## src/rtl/scanline_irq_pkg.sv

```systemverilog
package scanline_irq_pkg;
  localparam int unsigned LINE_W     = 8;   // physical line counter width
  localparam int unsigned IRQ_BIT    = 5;   // bit giving the interrupt level
  localparam int unsigned PHASE_BIT  = 4;   // bit compared with flip
  localparam int unsigned VBLANK_END = 24;  // first line outside vblank

  typedef logic [LINE_W-1:0] line_t;
endpackage

```

## src/rtl/sirq_line_ctr.sv

```systemverilog
module sirq_line_ctr
  import scanline_irq_pkg::*;
(
  input  logic  clk,
  input  logic  rst_n,
  input  logic  line_stb,
  input  logic  flip_i,
  output line_t scan_q,
  output logic  flip_q,
  output line_t scan_nx,
  output logic  flip_nx
);
  always_comb begin
    scan_nx = scan_q;
    flip_nx = flip_q;
    if (line_stb) begin
      scan_nx = scan_q + line_t'(1);
      flip_nx = flip_i;
    end
  end

  always_ff @(posedge clk or negedge rst_n) begin
    if (!rst_n) begin
      scan_q <= '0;
      flip_q <= 1'b0;
    end else if (line_stb) begin
      scan_q <= scan_nx;
      flip_q <= flip_nx;
    end
  end


  ctr_step_chk: assert property (@(posedge clk) disable iff (!rst_n)
    line_stb |=> (scan_q == line_t'($past(scan_q) + line_t'(1))));


  flip_hold_chk: assert property (@(posedge clk) disable iff (!rst_n)
    !line_stb |=> ($stable(flip_q) && $stable(scan_q)));
endmodule

```

## src/rtl/sirq_vmap.sv

```systemverilog
module sirq_vmap
  import scanline_irq_pkg::*;
(
  input  line_t scan,
  input  logic  flip,
  output line_t veff,
  output logic  vblank,
  output logic  at_point
);
  always_comb begin
    veff     = flip ? (line_t'(0) - scan) : scan;
    vblank   = (veff < line_t'(VBLANK_END));
    at_point = (veff[PHASE_BIT-1:0] == '0) && (veff[PHASE_BIT] == flip);
  end
endmodule

```

## src/rtl/sirq_irq_latch.sv

```systemverilog
module sirq_irq_latch
  import scanline_irq_pkg::*;
(
  input  logic  clk,
  input  logic  rst_n,
  input  logic  line_stb,
  input  logic  at_point_nx,
  input  line_t veff_nx,
  output logic  irq_q
);
  logic irq_nx;
  logic irq_en;

  always_comb begin
    irq_en = line_stb && at_point_nx;
    irq_nx = ~veff_nx[IRQ_BIT];
  end

  always_ff @(posedge clk or negedge rst_n) begin
    if (!rst_n)      irq_q <= 1'b0;
    else if (irq_en) irq_q <= irq_nx;
  end


  irq_hold_chk: assert property (@(posedge clk) disable iff (!rst_n)
    (line_stb && !at_point_nx) |=> $stable(irq_q));
endmodule

```

## src/rtl/scanline_irq_gen.sv

```systemverilog
module scanline_irq_gen
  import scanline_irq_pkg::*;
(
  input  logic              clk,
  input  logic              rst_n,
  input  logic              line_stb,
  input  logic              flip_i,
  output logic              irq_o,
  output logic              vblank_o,
  output logic [LINE_W-1:0] veff_o
);
  logic [1:0] rst_sync_q;
  logic       rst_int_n;

  always_ff @(posedge clk or negedge rst_n) begin
    if (!rst_n) rst_sync_q <= 2'b00;
    else        rst_sync_q <= {rst_sync_q[0], 1'b1};
  end
  assign rst_int_n = rst_sync_q[1];

  line_t scan_q, scan_nx, veff_nx;
  logic  flip_q, flip_nx, at_point_q, at_point_nx, vblank_nx;

  sirq_line_ctr u_ctr (
    .clk(clk), .rst_n(rst_int_n), .line_stb(line_stb), .flip_i(flip_i),
    .scan_q(scan_q), .flip_q(flip_q), .scan_nx(scan_nx), .flip_nx(flip_nx)
  );

  sirq_vmap u_map_cur (
    .scan(scan_q), .flip(flip_q),
    .veff(veff_o), .vblank(vblank_o), .at_point(at_point_q)
  );

  sirq_vmap u_map_nx (
    .scan(scan_nx), .flip(flip_nx),
    .veff(veff_nx), .vblank(vblank_nx), .at_point(at_point_nx)
  );

  sirq_irq_latch u_irq (
    .clk(clk), .rst_n(rst_int_n), .line_stb(line_stb),
    .at_point_nx(at_point_nx), .veff_nx(veff_nx), .irq_q(irq_o)
  );


  irq_edge_chk: assert property (@(posedge clk) disable iff (!rst_int_n)
    !$stable(irq_o) |-> at_point_q);


  irq_set_noflip_chk: assert property (@(posedge clk) disable iff (!rst_int_n)
    (line_stb ##1 (!flip_q && veff_o[IRQ_BIT:0] == '0)) |-> irq_o);


  irq_set_flip_chk: assert property (@(posedge clk) disable iff (!rst_int_n)
    (line_stb ##1 (flip_q && veff_o[IRQ_BIT:0] == (IRQ_BIT+1)'(16))) |-> irq_o);


  vblank_rise_chk: assert property (@(posedge clk) disable iff (!rst_int_n)
    ($rose(vblank_o) && !$stable(flip_q)) or !$rose(vblank_o) or
    (veff_o == '0) or (veff_o == line_t'(VBLANK_END-1)));
endmodule

```

## config.mk

```make
export PLATFORM = sky130hd
export DESIGN_NAME = scanline_irq_gen
export DESIGN_NICKNAME = d
export VERILOG_FILES = /design/src/rtl/scanline_irq_pkg.sv /design/src/rtl/sirq_line_ctr.sv /design/src/rtl/sirq_vmap.sv /design/src/rtl/sirq_irq_latch.sv /design/src/rtl/scanline_irq_gen.sv
export SDC_FILE = /design/constraint.sdc
export NUM_CORES = 1
export LEC_CHECK = 0
export CELL_PAD_IN_SITES_DETAIL_PLACEMENT = 0
export CELL_PAD_IN_SITES_GLOBAL_PLACEMENT = 1
export CORE_MARGIN = 1.5
export CORE_UTILIZATION = 30
export DETAILED_ROUTE_END_ITERATION = 16
export PLACE_DENSITY_LB_ADDON = 0.1
export SLEW_MARGIN = 20
export SYNTH_ARGS = -nofsm -noshare
export SYNTH_HDL_FRONTEND = slang
export SYNTH_SLANG_ARGS = --single-unit
export TNS_END_PERCENT = 5
```

## constraint.sdc

```tcl
create_clock -name clk -period 2.5 [get_ports clk]
set_input_delay 0.5 -clock clk [delete_from_list [all_inputs] [get_ports clk]]
set_output_delay 0.5 -clock clk [all_outputs]
set_load 0.02 [all_outputs]
```

After elaboration in Yosys (flattened, before gate mapping):

Cells that the tools add are included.

* divide/modulo/power cells: 0
* shifts and indexed selects: 0
* muxes and demuxes: 4
* add/subtract/negate cells: 3
* multiply operators: 0
* reductions and logical operators: 3
* bitwise gates (word level): 1
* magnitude comparators: 1
* equal/unequal tests: 1

Operators with widths (count)
* $mux 8: 2
* $add 8x1->8 const B: 1
* $lt 8x5->1 const B: 1
* $sub 1x8->8 const A: 1
* $mux 6: 1
* $sub 1x6->6 const A: 1
* $logic_not 4->1: 1
* $logic_and 1x1->1: 2
* $eq 1x1->1: 1
* $mux 1: 1
* $not 1->1: 1

* register bits after elaboration: 12
* memory bits (read-only): 0
* input bits: 4
* memory bits (writable): 0
* output and inout port bits: 10
* memories kept: 0
* word-level logic and storage cells: 17
* bits in latches: 0

Depth between registers and ports, before layout:

Gate-level depths: netlist of the first run.

* depth in word-level cells: 7
* mapped depth: 7
* gate-level depth less buffers: 7

Cells and area by module:

A second synthesis of the first run with hierarchy kept.

* cell total of the unflattened synthesis: 98
* area, all modules: 989.7 um2

By module, submodules not included
* sirq_line_ctr: times used 1, cells an instance 38, area each 484.2 um2, seq. area each 225.2 um2
* sirq_vmap: times used 2, cells an instance 27, area each 207.7 um2, seq. area each 0.0 um2
* scanline_irq_gen: times used 1, cells an instance 3, area each 53.8 um2, seq. area each 50.0 um2
* sirq_irq_latch: times used 1, cells an instance 3, area each 36.3 um2, seq. area each 25.0 um2

Least setup slack after synthesis of the first run:

No wires, ideal clock.

* path type: reg2out
* start: register u_ctr.scan_q[2]
* end: output vblank_o
* required time: 2.000 ns
* path slack: 0.064 ns
* cell stages (with the launch flop): 6
* path buffers: 1
* arrival: 1.936 ns
* path through: dfrtp_1 buf_6 or3_4 o31ai_4 xnor2_1 a2111oi_2

* word-level cells in the longest chain between the ends: 3

RTL lines
* start: declaration: line sirq_line_ctr.sv:8 `output line_t scan_q,`
* start signal: assignment: line sirq_line_ctr.sv:27 `scan_q <= scan_nx;`
* $sub 1x8->8: line sirq_vmap.sv:11 `veff = flip ? (line_t'(0) - scan) : scan;`
* $mux 8: line sirq_vmap.sv:11
* via veff_o[5]: line scanline_irq_gen.sv:10 `output logic [LINE_W-1:0] veff_o`
* $lt 8x5->1: line sirq_vmap.sv:12 `vblank = (veff < line_t'(VBLANK_END));`
* end: declaration: line scanline_irq_gen.sv:9 `output logic vblank_o,`

The timed path passes the listed nets, and every way through them passes these cells.

Final worst setup path of the first run:

* start: register u_ctr.scan_q[0]
* end: output vblank_o

* word-level cells in the longest chain between the ends: 3

RTL lines (line)
* $sub 1x8->8: sirq_vmap.sv:11
* $mux 8 *: sirq_vmap.sv:11
* $lt 8x5->1 *: sirq_vmap.sv:12

Mark *: on every way between the ends. The rest lies on a longest branch, timed or not.

==> results of run 1 <==
## layer usage
layer	GRT usage	up-vias	wire length, µm
li1	-	301	-
met4	0.103	0	46
met5	0	-	0
met1	0.176	272	746
met2	0.196	13	626
met3	0.0257	5	48
## worst max-delay path, stage by stage, from the launching register on
cell and delay, ns:
dfrtp_2 0.44, or3_4 0.38, o31ai_4 0.18, xnor2_1 0.12
a2111oi_2 0.34, buf_4 0.20
## cells in the mapped netlist (all sizes together) (2+ instances only)
master,count
nand4,5
and3,2
ha,2
nand2,7
xnor2,9
o21ai,5
or3,2
buf,4
o31ai,2
inv,7
dfrtp,12
xor2,5
nand2b,2
o32ai,2
## cells in the final DEF, fill, tap and decap left out, types with 3 or more instances in the layout
cell type	instances
inv_1	7
dfrtp_1	11
o21ai_0	4
buf_4	13
nand4_1	5
clkdlybuf4s50_1	7
xor2_1	5
clkbuf_4	3
xnor2_1	9
dlygate4sd2_1	4
nand2_1	7
## metrics by stage
step           worst slack, ns  setup TNS, ns
5_1_grt                -0.0319        -0.0319
2_1_floorplan           0.0635              0
6_report                0.0714              0
4_1_cts                 0.0287              0
3_3_place_gp           -0.0934        -0.0934
3_5_place_dp            -0.111         -0.111
## worst paths after layout
kind | from | end | slack, ns
setup / recovery | u_ctr.scan_q[0]$_DFFE_PN0P_ | vblank_o | 0.07
hold / removal | rst_sync_q[1]$_DFF_PN0_ | u_ctr.scan_q[1]$_DFFE_PN0P_ | 0.18
setup reg to reg | u_ctr.scan_q[0]$_DFFE_PN0P_ | u_irq.irq_q$_DFFE_PN0P_ | 0.56
hold reg to reg | rst_sync_q[1]$_DFF_PN0_ | u_ctr.scan_q[1]$_DFFE_PN0P_ | 0.18
max in group asynchronous | rst_sync_q[1]$_DFF_PN0_ | u_ctr.scan_q[0]$_DFFE_PN0P_ | 2.00
min in group clk | rst_sync_q[0]$_DFF_PN0_ | rst_sync_q[1]$_DFF_PN0_ | 0.36
## power by group through the flow
stage	logic, mW	registers (mW)	clock network, mW
final	0.814	0.306	0.116
after CTS	0.818	0.306	0.121
after global placement	0.851	0.309	0
after floorplan	0.505	0.331	0
after detailed placement	0.856	0.308	0
after global routing	0.895	0.318	0.133
## logic make-up (layout without fill, tap and decap cells)
logic type      Yosys count  after routing  synth area share
flops                    12             12             0.405
buf+inv                  11             35            0.0826
fa+ha+maj                 2              2            0.0337
other cells               1              1           0.00505
simple gates             19             19             0.142
xor+xnor                 14             14             0.165
mux                       1              1            0.0152
compound gates           13             13             0.152
## final cells by class
type,instances,area (µm²),area share
multi-input cells,50,380,0.391
flip-flops and latches,12,302,0.310
repair buffers,25,208,0.213
well taps,28,35.0,0.0360
inverters,7,26.3,0.0270
clock buffers,3,22.5,0.0231
## registers in the layout, summed over array words and instances, names as in the netlist
| name | cells |
|---|---|
| u_ctr.flip_q | 1 |
| u_ctr.scan_q | 8 |
| u_irq.irq_q | 1 |
| rst_sync_q | 2 |
## timing repair
item | 4_1_cts | 5_1_grt
resized for setup | 10 | 5
setup endpoints to repair | 6 | 3
setup buffers | 0 | 0
hold endpoints to repair | 0 | 0
==> run_results.csv, run 1 <==
group,metric,value,unit
outcome,status,"finished clean",
power,power_density,1270,nW/µm²
yosys,syn_inst,73,
timing,fin_crit,2.43,ns
floorplanning,initial_core_util,0.326,
clock_tree,cts_tree,"done",
yosys,ys_ff_latch,12,
setup_path,cp.arrival,1.93,ns
final_layout,fillers,229,
power,power,1.24,mW
place,dp_hpwl,1200,µm
yosys,synthArstFlopShare,1.00,
clock_tree,clkSinkCount,12,
setup_path,path_class,"reg2out",
yosys,yosysSeqAreaShare,0.405,
setup_path,rr_worst_depth,7,
floorplanning,die_area,2780,µm²
power,pwr-share-comb,0.659,
power,swShare,0.444,
clock_tree,clockBufferDepth,2,
timing,slew_violations,0,
power,max-vdd-ir-drop,0.622,mV
floorplanning,placementRows,17,
drt,routed_wl,1470,µm
final_layout,syn_to_final_growth,31.2,%
drt,dr.pass1.iters,3,
yosys,synth_edf_count,0,
timing,skew,0.00197,ns
setup_path,crit_path_end_kind,"output pin",
final_layout,diodes,0,
clock_tree,clock_latency,0.27,ns
final_layout,final_nets,105,
power,seqPwrFrac,0.248,
yosys,netlist_area,742,µm²
power,netSwitchingPower,0.548,mW
drt,ant_nets,0,
yosys,avgSynthCellArea,10.2,µm²
yosys,yosysUniqueCellTypes,25,
setup_path,critPathLaunchType,"register",
clock_tree,root_buffer,"clkbuf_4",
yosys,synth_nets,79,
global_route,antenna_found_initial,0,
floorplanning,fp.coreArea,2280,µm²
power,power_leakage,0.440,nW
setup_path,required,2.00,ns
global_route,grt_start_max_net_pins,11,
floorplanning,boundaryPins,14,
clock_tree,cts_made_buffers,3,
floorplanning,die_h,52.7,µm
yosys,ys.flop_type,"dfrtp_1",
drt,vias,591,
global_route,grt_usage,0.136,
power,intPower,0.687,mW
final_layout,drive_gt1_frac,0.237,
floorplanning,die_x,52.7,µm
global_route,overflow,0,
drt,drc,0,
flow_run,cap_viol_max_count,0,
global_route,grt_pass1_vias,585,
final_layout,fin_cells,125,
place,gp_congestion,0.670,
timing,period_share,0.971,
timing,max_freq,412,MHz
yosys,synth_area_leaders,"dfrtp_1, xnor2_1, xor2_1",
global_route,grt_pass1_wl,2590,µm
timing,setup_viol,0,
clock_tree,cts_hold_buf,0,
yosys,yosysTopAreaCell,"dfrtp_1",
clock_tree,htree_levels,1,
drt,wire_per_inst,11.7,µm
drt,via_per_inst,4.73,
final_layout,fin_area,973,µm²
place,port_buffers,13,
yosys,synthDominantCellAreaShare,0.405,
hold_path,hold_class,"reg2async",
place,dpl_cell_area,962,µm²
power,clkPwrFrac,0.094,
drt,drt_iter0_markers,6,
timing,hold-worst-slack,0.176,ns
place,post-place-cells,122,
final_layout,utilization,0.428,
yosys,ys_warn_count,0,
clock_tree,path_clk_slew,0.07,ns
timing,rsz0062_at_grt,"true",
setup_path,cp_max_fo,5,
timing,hold_violations,0,
Note: power is estimated with default switching activity, not from simulation.
==> run 2, diff against run 1 <==
Settings changed: SETUP_SLACK_MARGIN set to 0.5.
==> run_results.csv, run 2 (same netlist as run 1, synthesis figures left out) <==
group,metric,value,unit
drt,routed_wl,1490,µm
floorplanning,die_area,2780,µm²
clock_tree,clockBufferDepth,2,
drt,via_per_inst,4.69,
place,port_buffers,13,
setup_path,required,2.00,ns
timing,hold-worst-slack,0.172,ns
place,dp_hpwl,1220,µm
clock_tree,path_clk_slew,0.08,ns
floorplanning,die_h,52.7,µm
timing,period_share,0.953,
setup_path,critPathSlowestCell,"or3_4",
clock_tree,htree_levels,1,
global_route,antenna_found_initial,0,
setup_path,critPathLaunchType,"register",
global_route,grt_pass1_vias,589,
final_layout,largest_register,"u_ctr.scan_q",
final_layout,drive_gt1_frac,0.303,
timing,max_freq,420,MHz
power,max-vdd-ir-drop,0.621,mV
clock_tree,cts_hold_buf,0,
floorplanning,placementRows,17,
drt,drc,0,
timing,rsz0062_at_grt,"true",
final_layout,fin_cells,127,
drt,dr.pass1.iters,4,
setup_path,cp_max_fo,4,
place,post-place-cells,122,
drt,wire_per_inst,11.7,µm
clock_tree,cts_tree,"done",
final_layout,largest_reg_flops,8,
timing,fin_setup_tns,0,ns
global_route,overflow,0,
drt,vias,595,
final_layout,final_nets,106,
clock_tree,root_buffer,"clkbuf_4",
timing,setup_viol,0,
power,power_density,1290,nW/µm²
flow_run,cap_viol_max_count,0,
global_route,grt_pass1_wl,2530,µm
place,dpl_cell_area,990,µm²
timing,hold_violations,0,
setup_path,timing.rr.start,"u_ctr.scan_q[0]$_DFFE_PN0P_",
clock_tree,clkSinkCount,12,
place,gp_congestion,0.694,
setup_path,reg2reg_setup_slack,0.42,ns
clock_tree,clock_latency,0.27,ns
global_route,grt_start_max_net_pins,11,
setup_path,crit_path_end_kind,"output pin",
drt,ant_nets,0,
timing,fin_crit,2.38,ns
final_layout,top_regs,"u_ctr.scan_q (8), rst_sync_q (2)",
setup_path,path_cells,"or3_4, o31ai_4, xnor2_2, a2111oi_4, buf_4",
final_layout,diodes,0,
timing,finalWorstSetupSlack,0.118,ns
setup_path,crit_path_start,"u_ctr.scan_q[1]$_DFFE_PN0P_",
setup_path,max_stage_delay,0.42,ns
hold_path,hold_class,"reg2async",
power,power_leakage,0.479,nW
final_layout,syn_to_final_growth,43.0,%
final_layout,final_cell_mix,"buf_4, dfrtp_1, inv_1, nand2_1, clkdlybuf4s50_1",
final_layout,utilization,0.466,
setup_path,path_class,"reg2out",
drt,drt_iter0_markers,6,
setup_path,cp.arrival,1.88,ns
timing,slew_violations,0,
power,power,1.37,mW
final_layout,fin_area,1060,µm²
timing,skew,0.00552,ns
floorplanning,boundaryPins,14,
outcome,status,"finished clean",
clock_tree,cts_made_buffers,3,
final_layout,final_common_cell,"buf_4",
floorplanning,die_x,52.7,µm
place,dp_slack,-0.129,ns
floorplanning,initial_core_util,0.326,
global_route,grt_usage,0.127,
floorplanning,fp.coreArea,2280,µm²
run 2: final cells by class:
cell class / count / area [µm²]
Fill cell: 220 / 1210
Inverter: 7 / 26.3
Sequential cell: 12 / 300
Timing Repair Buffer: 26 / 215
Clock buffer: 4 / 36.3
Multi-Input combinational cell: 50 / 448
Tap cell: 28 / 35.0
run 2: final timing paths:
kind,to,depth (start not counted)
max,vblank_o,5
min,u_ctr.scan_q[5]$_DFFE_PN0P_,0
min in group clk,rst_sync_q[1]$_DFF_PN0_,0
max reg2reg,u_irq.irq_q$_DFFE_PN0P_,8
max in group asynchronous,rst_sync_q[1]$_DFF_PN0_,1
min reg2reg,u_ctr.scan_q[5]$_DFFE_PN0P_,0
run 2: repair_timing:
| action | in CTS | in global routing |
|---|---|---|
| setup buffers | 1 | 0 |
| resized for setup | 17 | 3 |
| setup endpoints to repair | 8 | 10 |
| pin swaps | 5 | 2 |
run 2: report_power, final:
part	total (mW)	internal (mW)	switching, mW
combinational	0.911	0.420	0.491
clock	0.154	0.0884	0.0652
sequential	0.304	0.254	0.0498
run 2: worst max-delay path, delay by kind of cell (launching register included):
kind                      cells  cell delay (ns)
and+or+nand+nor               1             0.42
AOI/OAI and AO/OA             2             0.49
xor gates and xnor gates      1             0.11
DFF                           1             0.40
buffers and inverters         1             0.19
run 2: per-layer routing:
layer	part of all wire	global-route usage
met4	0.0081	0.0769
met1	0.45	0.152
met2	0.50	0.213
met5	0	0
met3	0.036	0.0171
==> run 3, diff against run 2 <==
Settings changed: ABC_AREA set to 1.
==> run_results.csv, run 3 <==
group,metric,value,unit
outcome,status,"finished clean",
yosys,synth.most_common_cell,"nand2_1",
floorplanning,initial_core_util,0.322,
clock_tree,cts_tree,"done",
yosys,synth_area_leaders,"dfrtp_1, nand2_1, xor2_1",
global_route,antenna_found_initial,0,
clock_tree,path_clk_slew,0.06,ns
final_layout,multiInputGateArea,480,µm²
clock_tree,clockBufferDepth,2,
yosys,synthTopCellsByCount,"nand2_1, inv_1, dfrtp_1",
drt,ant_nets,0,
final_layout,diodes,0,
final_layout,top_regs,"u_ctr.scan_q (8), rst_sync_q (2)",
setup_path,path_class,"reg2out",
setup_path,critPathSlowestCell,"dfrtp_1",
timing,setup_viol,0,
global_route,overflow,0,
yosys,avgSynthCellArea,7.59,µm²
clock_tree,clock_latency,0.26,ns
floorplanning,fp.coreArea,2500,µm²
timing,skew,0.000935,ns
yosys,synthArstFlopShare,1.00,
global_route,grt_start_max_net_pins,12,
setup_path,reg2reg_setup_slack,0.76,ns
drt,via_per_inst,4.37,
final_layout,utilization,0.451,
drt,dr.pass1.iters,4,
setup_path,path_cells,"nor3_2, buf_4, a21oi_1, xor2_1, nor2_1, nand2_1, nor2_2, buf_6",
power,pwr-share-comb,0.633,
final_layout,largest_reg_flops,8,
final_layout,fillers,270,
floorplanning,die_area,3000,µm²
setup_path,critical_path.top_delay_family,"simple AND/OR/NAND/NOR gates",
power,netSwitchingPower,0.481,mW
floorplanning,placementRows,18,
timing,fin_crit,2.09,ns
final_layout,syn_to_final_growth,40.1,%
setup_path,cp_max_fo,4,
global_route,grt_pass1_vias,704,
global_route,grt_usage,0.139,
setup_path,regToRegEndpoint,"u_irq.irq_q$_DFFE_PN0P_",
drt,drc,0,
drt,drt_iter0_markers,10,
flow_run,cap_viol_max_count,0,
hold_path,hold_class,"reg2async",
power,seqPwrFrac,0.265,
setup_path,critPathLaunchType,"register",
clock_tree,htree_levels,1,
floorplanning,die_h,54.8,µm
power,power,1.07,mW
final_layout,final_cell_mix,"nand2_1, inv_1, buf_4",
clock_tree,root_buffer,"clkbuf_4",
yosys,netlist_area,805,µm²
timing,slew_violations,0,
clock_tree,clkSinkCount,12,
timing,hold_violations,0,
timing,max_freq,478,MHz
global_route,grt_pass1_wl,2940,µm
setup_path,required,2.00,ns
place,dp_slack,0.0920,ns
place,dp_hpwl,1330,µm
yosys,yosysSeqAreaShare,0.373,
yosys,ys_ff_latch,12,
setup_path,crit_path_end_kind,"output pin",
yosys,ys.flop_type,"dfrtp_1",
setup_path,timing.rr.start,"u_ctr.scan_q[0]$_DFFE_PN0P_",
place,post-place-cells,154,
power,clkPwrFrac,0.102,
final_layout,fin_cells,163,
floorplanning,die_x,54.8,µm
power,swShare,0.448,
final_layout,drive_gt1_frac,0.331,
final_layout,seq_area,300,µm²
yosys,syn_inst,106,
yosys,ys_warn_count,0,
yosys,synth_edf_count,0,
timing,finalWorstSetupSlack,0.410,ns
yosys,yosysTopAreaCell,"dfrtp_1",
timing,period_share,0.836,
place,gp_congestion,0.802,
timing,fin_setup_tns,0,ns
drt,vias,712,
yosys,synth_nets,112,
drt,wire_per_inst,10.3,µm
timing,rsz0062_at_grt,"true",
setup_path,crit_buf_inv,2,
yosys,yosysUniqueCellTypes,24,
clock_tree,cts_made_buffers,3,
power,power_density,952,nW/µm²
final_layout,final_nets,141,
power,max-vdd-ir-drop,0.415,mV
yosys,synthDominantCellAreaShare,0.373,
drt,routed_wl,1670,µm
final_layout,final_common_cell,"nand2_1",
setup_path,rr_worst_depth,13,
setup_path,max_stage_delay,0.42,ns
power,power_leakage,0.572,nW
power,intPower,0.592,mW
place,port_buffers,13,
final_layout,largest_register,"u_ctr.scan_q",
setup_path,cp.arrival,1.59,ns
floorplanning,boundaryPins,14,
## run 3: cell types whose count changed after synthesis, moves of 3 or more
cell     change
xnor2_1      -8
inv_1        +9
nand3_2      +3
nand4_1      -3
nor2_1       +9
o21ai_0      -4
nand2_1     +25
nand3_1      +5
## run 3: how the worst max path moves through the flow
stage                                startpoint        to  slack, ns  depth (start not counted)
detailed placement  u_ctr.scan_q[1]$_DFFE_PN0P_  vblank_o       0.09                          8
floorplan           u_ctr.scan_q[0]$_DFFE_PN0P_  vblank_o       0.50                          7
global placement    u_ctr.scan_q[1]$_DFFE_PN0P_  vblank_o       0.13                          8
global route        u_ctr.scan_q[4]$_DFFE_PN0P_  vblank_o       0.28                          9
finish              u_ctr.scan_q[1]$_DFFE_PN0P_  vblank_o       0.41                          8
CTS                 u_ctr.scan_q[0]$_DFFE_PN0P_  vblank_o       0.40                          9
## run 3: through the flow
stage	instance area, µm²	hold WS [ns]
2_1_floorplan	815	0.121
3_3_place_gp	1020	0.179
3_5_place_dp	1020	0.186
4_1_cts	1130	0.185
5_1_grt	1130	0.198
6_report	1130	0.162
## run 3: repair_timing
action	in CTS	in global routing
endpoints found under the hold margin	0	0
gates cloned	0	0
resized for setup	34	0
pin swaps	7	0
hold buffers	0	0
endpoints found under the setup margin	8	10
setup buffers	6	0
## run 3: cell families (layout without fill, tap and decap cells)
kind of cell             after synthesis  count (layout)  share of synthesized area
AO/OA/AOI/OAI                          5               5                     0.0389
buffers and inverters                 19              46                      0.103
flip-flops                            12              12                      0.373
adder cells (fa/ha/maj)                2               2                     0.0311
other                                  1               1                    0.00466
XOR/XNOR                               9               9                      0.107
AND/OR/NAND/NOR                       58              58                      0.342
## run 3: final cells by class
type | count | share of cell area
Sequential cell | 12 | 0.266
Timing Repair Buffer | 26 | 0.198
Multi-Input combinational cell | 75 | 0.426
Inverter | 17 | 0.0566
Tap cell | 30 | 0.0333
Clock buffer | 3 | 0.0200
## run 3: power by group through the flow
stage | clock (mW) | combinational (mW) | sequential [mW]
final | 0.109 | 0.680 | 0.285
after global routing | 0.127 | 0.755 | 0.292
after CTS | 0.116 | 0.683 | 0.283
after detailed placement | 0 | 0.605 | 0.282
after global placement | 0 | 0.603 | 0.282
after floorplan | 0 | 0.340 | 0.310
## run 3: metal layers
metal | GRT usage | vias to the layer above | wire length (µm)
met2 | 0.232 | 9 | 811
li1 | - | 379 | -
met4 | 0.0625 | 0 | 12
met5 | 0 | - | 0
met1 | 0.179 | 322 | 812
met3 | 0.0164 | 2 | 35
